[config.mk]
export PLATFORM = sky130hd
export DESIGN_NAME = desInterleaver
export DESIGN_NICKNAME = d
export VERILOG_FILES = /design/src/rtl/desIlvPkg.sv /design/src/rtl/desIlvCtrl.sv /design/src/rtl/desIlvData.sv /design/src/rtl/desInterleaver.sv
export SDC_FILE = /design/constraint.sdc
export NUM_CORES = 1
export LEC_CHECK = 0
export BUFFER_PORTS_ARGS = -buffer_cell sky130_fd_sc_hd__buf_2
export CAP_MARGIN = 20
export CORE_MARGIN = 1
export CORE_UTILIZATION = 40
export CTS_CLUSTER_SIZE = 30
export DETAILED_ROUTE_END_ITERATION = 10
export GPL_TIMING_DRIVEN = 0
export SKIP_LAST_GASP = 1
export SLEW_MARGIN = 20
export SYNTH_ARGS = -nofsm -noshare
export SYNTH_HDL_FRONTEND = slang
export SYNTH_SLANG_ARGS = --single-unit
export TNS_END_PERCENT = 10
[constraint.sdc]
create_clock -name clk -period 3.05 [get_ports clk]
set_input_delay 0.305 -clock clk [delete_from_list [all_inputs] [get_ports clk]]
set_output_delay 0.305 -clock clk [all_outputs]
set_load 0.01 [all_outputs]
[src/rtl/desIlvPkg.sv]
package desIlvPkg;
  parameter int DATA_W = 10;
  parameter int SLOT_N = 4;
  localparam int IDX_W = $clog2(SLOT_N);
  localparam int PAIR_BASE = SLOT_N - 2;

  typedef logic [DATA_W-1:0] word_t;

  // Strobes from control to datapath
  typedef struct packed {
    logic             loadGrp;
    logic             loadPair;
    logic [IDX_W-1:0] rdIdx;
  } ilvStrobe_t;
endpackage

[src/rtl/desIlvCtrl.sv]
module desIlvCtrl
  import desIlvPkg::*;
(
  input  logic       clk,
  input  logic       rst,
  input  logic       modeDemux,
  input  logic       grpStb,
  input  logic       edgeStb,
  input  logic       outReady,
  output logic       inReady,
  output logic       outValid,
  output ilvStrobe_t stb
);
  localparam logic [IDX_W-1:0] LAST_IDX = IDX_W'(SLOT_N - 1);
  localparam logic [IDX_W-1:0] PAIR_IDX = IDX_W'(PAIR_BASE);

  logic             busy;
  logic [IDX_W-1:0] ptr;
  logic             handOff;
  logic             lastHandOff;
  logic             acceptGrp;
  logic             acceptPair;

  assign handOff     = busy && outReady;
  assign lastHandOff = handOff && (ptr == LAST_IDX);
  assign inReady     = !busy || lastHandOff;
  assign acceptGrp   = inReady && modeDemux && grpStb;
  assign acceptPair  = inReady && !modeDemux && edgeStb;
  assign outValid    = busy;

  always_comb begin
    stb.loadGrp  = acceptGrp;
    stb.loadPair = acceptPair;
    stb.rdIdx    = ptr;
  end

  always_ff @(posedge clk) begin
    if (rst) begin
      busy <= 1'b0;
      ptr  <= '0;
    end else if (acceptGrp) begin
      busy <= 1'b1;
      ptr  <= '0;
    end else if (acceptPair) begin
      busy <= 1'b1;
      ptr  <= PAIR_IDX;
    end else if (handOff) begin
      if (ptr == LAST_IDX) begin
        busy <= 1'b0;
      end else begin
        ptr <= ptr + 1'b1;
      end
    end
  end
endmodule

[src/rtl/desIlvData.sv]
module desIlvData
  import desIlvPkg::*;
(
  input  logic                   clk,
  input  logic                   rst,
  input  ilvStrobe_t             stb,
  input  logic [SLOT_N-1:0][DATA_W-1:0] inWords,
  output logic [DATA_W-1:0]      outData,
  output logic [IDX_W-1:0]       outTag
);
  logic [SLOT_N-1:0][DATA_W-1:0] slots;

  for (genvar i = 0; i < SLOT_N; i++) begin : g_slot
    if (i >= PAIR_BASE) begin : g_shared
      always_ff @(posedge clk) begin
        if (rst)
          slots[i] <= '0;
        else if (stb.loadGrp || stb.loadPair)
          slots[i] <= inWords[i];
      end
    end else begin : g_demuxOnly
      always_ff @(posedge clk) begin
        if (rst)
          slots[i] <= '0;
        else if (stb.loadGrp)
          slots[i] <= inWords[i];
      end
    end
  end

  assign outData = slots[stb.rdIdx];
  assign outTag  = stb.rdIdx;
endmodule

[src/rtl/desInterleaver.sv]
module desInterleaver
  import desIlvPkg::*;
(
  input  logic              clk,
  input  logic              rst,
  input  logic              modeDemux,
  input  logic              grpStb,
  input  logic              edgeStb,
  input  logic [DATA_W-1:0] dlyQ,
  input  logic [DATA_W-1:0] dlyI,
  input  logic [DATA_W-1:0] curQ,
  input  logic [DATA_W-1:0] curI,
  output logic              inReady,
  output logic              outValid,
  input  logic              outReady,
  output logic [DATA_W-1:0] outData,
  output logic [IDX_W-1:0]  outTag
);
  ilvStrobe_t stb;
  logic [SLOT_N-1:0][DATA_W-1:0] inWords;

  // slot index equals sampling order, earliest first
  assign inWords = {curI, curQ, dlyI, dlyQ};

  desIlvCtrl i_ctrl (
    .clk(clk), .rst(rst), .modeDemux(modeDemux), .grpStb(grpStb),
    .edgeStb(edgeStb), .outReady(outReady), .inReady(inReady),
    .outValid(outValid), .stb(stb)
  );

  desIlvData i_data (
    .clk(clk), .rst(rst), .stb(stb), .inWords(inWords),
    .outData(outData), .outTag(outTag)
  );
endmodule

==> results.toml <==
[critical_path]
crit_family = "multiplexers"
path_class = "reg2out"
start_kind = "register"
crit_required_ns = 2.74
cpMaxStageDelayCell = "mux4_2"
max_stage_delay_ns = 0.53
path_max_fanout = 10
r2r_slack_ns = 1.51
worstPathArrival_ns = 1.68
endpoint_kind = "primary output"
crit_buf_inv = 2
cp_cell_sequence = "buf_4 -> mux4_2 -> buf_2"

[timing]
fmax_mhz = 504.7
clock_skew_ns = 0.008610
finalSetupTns_ns = 0
rsz0062_at_grt = "false"
tightest_slew_ns = 0.5392
finalCritPeriodShare = 0.6496
setup_viol = 0
fin_crit_ns = 1.981
slew_viol_final = 0
slew_headroom = 0.6405
finalHoldViolCount = 0

[job]
cap_violations = 0

[routing]
via_per_inst = 5.341
drt-total-wl_um = 5423
ant_nets = 0
drc = 0
dr.pass1.iters = 4
wl_per_cell_um = 15.81
drt_iter0_markers = 80
vias = 1832

[yosys]
netlist_instances = 210
syn_area_mm2 = 0.001952
synth_cell_type_count = 22
postSynthAreaPerCell_um2 = 9.295
ys.flop_type = "dfxtp_1"
yosysTopAreaCell = "dfxtp_1"
async_flop_share = 0
synth-edff-count = 0
synth_most_common_cell = "dfxtp_1"
yosysWarnings = 0
synth_top_area_frac = 0.4410
ys_top_cells_by_area = "dfxtp_1, mux4_2, a21oi_1"
ys_seq_area_frac = 0.4410
syn_nets = 257
yosys_register_bits = 43
yosys-top-cells-count = "dfxtp_1, a21oi_1, nand3_1"

[cts]
cts_hold_buf = 0
numClockSinks = 43
cts.path.max_buffers = 2
cts_made_buffers = 5
cts-htree-levels = 2
cts.repair.resized = 0
clkTransAtPathRegs_ns = 0.09
post-cts-setup-buffers = 0
cts_tree = "yes"
cts_root_buffer = "clkbuf_8"
clk_latency_ns = 0.30

[power]
power_switching_uw = 344.8
pwr-share-clk = 0.308
internal_power_uw = 846.0
powerDensity_mw_per_mm2 = 493.1
swShare = 0.2896
p_leak_uw = 0.0009561
seq_power_share = 0.512
vdd_drop_max_uv = 198.6
power_frac_comb = 0.181

[placement]
dp_hpwl_um = 3706
dp.cells = 335
gp_congestion = 0.7899
numPortBuffers = 58

[outcome]
run_status = "complete, no violations"

[layout]
final_util = 0.5113
final_cells = 343
antenna-diode-count = 0
nNetsFinal = 322
drive_gt1_frac = 0.3478
syn_to_final_growth_pct = 23.72

[global_routing]
grt_util_all_layers = 0.2249
antenna_found_initial = 0
grt_pass1_wl_um = 8652
overflow = 0
grt_max_degree = 15
grt_pass1_vias = 1691

[die]
die_h_um = 71.86
die-area_mm2 = 0.005163
core_area_mm2 = 0.004723
die_w_um = 71.86
initial_core_util = 0.4132
row_count = 25
io_pins = 60

[min_path]
hold_path.class = "in2reg"
[layout by cell type (no fill, tap or decap)]
| cell | Yosys | layout |
|---|---|---|
| and2_1 | 1 | 1 |
| nand3b_1 | 2 | 2 |
| clkbuf_8 | 0 | 5 |
| clkinvlp_4 | 0 | 2 |
| buf_2 | 5 | 63 |
| a221oi_1 | 1 | 1 |
| inv_2 | 1 | 1 |
| ha_1 | 1 | 1 |
| buf_6 | 3 | 3 |
| nand2_1 | 1 | 1 |
| a211oi_2 | 1 | 1 |
| mux2_4 | 1 | 1 |
| o21ai_1 | 19 | 19 |
| clkbuf_2 | 4 | 4 |
| a21oi_1 | 41 | 41 |
| dfxtp_1 | 43 | 43 |
| a21boi_4 | 1 | 1 |
| xor2_1 | 1 | 1 |
| clkinv_2 | 0 | 1 |
| clkbuf_1 | 7 | 7 |
| buf_4 | 4 | 4 |
| mux4_2 | 10 | 10 |
| nand3_1 | 40 | 40 |
| mux2i_1 | 2 | 2 |
| o21ai_0 | 21 | 21 |
[path summary, 6_finish.rpt]
kind	from	end	depth (start not counted)
max reg2reg	i_ctrl.ptr[1]	i_data.slots[20]	6
min reg2reg	i_data.slots[6]	i_data.slots[6]	2
min	dlyI[8]	i_data.slots[18]	3
max	i_ctrl.ptr[1]	outData[7]	3
[power by group through the flow]
| stage | clock network (uW) | logic [uW] | registers [uW] |
|---|---|---|---|
| global placement | 0 | 215 | 622 |
| global route | 398 | 235 | 614 |
| detailed placement | 0 | 216 | 623 |
| finish | 366 | 215 | 609 |
| CTS | 373 | 217 | 609 |
| floorplan | 0 | 135 | 618 |
[stage by stage]
step | hold slack [ns] | setup WS, ns | cell area [um2] | power [uW]
2_1_floorplan | 0.4505 | 1.569 | 1952 | 752.7
3_3_place_gp | 0.4612 | 1.356 | 2326 | 836.5
3_5_place_dp | 0.4660 | 1.351 | 2326 | 838.1
4_1_cts | 0.2394 | 1.024 | 2415 | 1199
5_1_grt | 0.2423 | 0.9638 | 2415 | 1247
6_report | 0.2424 | 1.069 | 2415 | 1191
[worst reg2reg max path: cells and delay by family (launching register included)]
kind,cells,cell delay [ns]
adders and majority gates,1,0.25
buffers and inverters,2,0.44
AOI/OAI and AO/OA,2,0.22
DFF,1,0.43
and+or+nand+nor,1,0.13
[layer usage]
metal  global-route usage  up-vias  part of all wire  routed length [um]
li1                     -      907                 -                   -
met1               0.3040      839              0.45                2445
met2               0.3585       78              0.46                2493
met3              0.05907        8             0.075                 406
met4              0.05882        0             0.014                  77
met5                    0        -                 0                   0
[logic make-up (layout without fill, tap and decap cells)]
family / after synthesis / count (layout) / synth area share
flops: 43 / 43 / 0.4410
simple gates: 44 / 44 / 0.1154
xor+xnor: 1 / 1 / 0.004488
mux: 13 / 13 / 0.1333
buf+inv: 24 / 90 / 0.07115
compound gates: 84 / 84 / 0.2282
fa+ha+maj: 1 / 1 / 0.006409
[registers in the layout, summed over array words and instances, names as in the netlist]
| signal | count |
|---|---|
| i_ctrl.outValid | 1 |
| i_ctrl.ptr | 2 |
| i_data.slots | 40 |
[cell type report]
type	instances	area, um2
clock buffer	5	68.82
inverter	1	3.754
buffer	23	135.1
tap	67	83.83
multi-input combinational	143	952.2
timing repair buffer	58	290.3
sequential	43	860.8
clock inverter	3	20.02
fill	485	2308
Note: power is estimated with default switching activity, not from simulation.
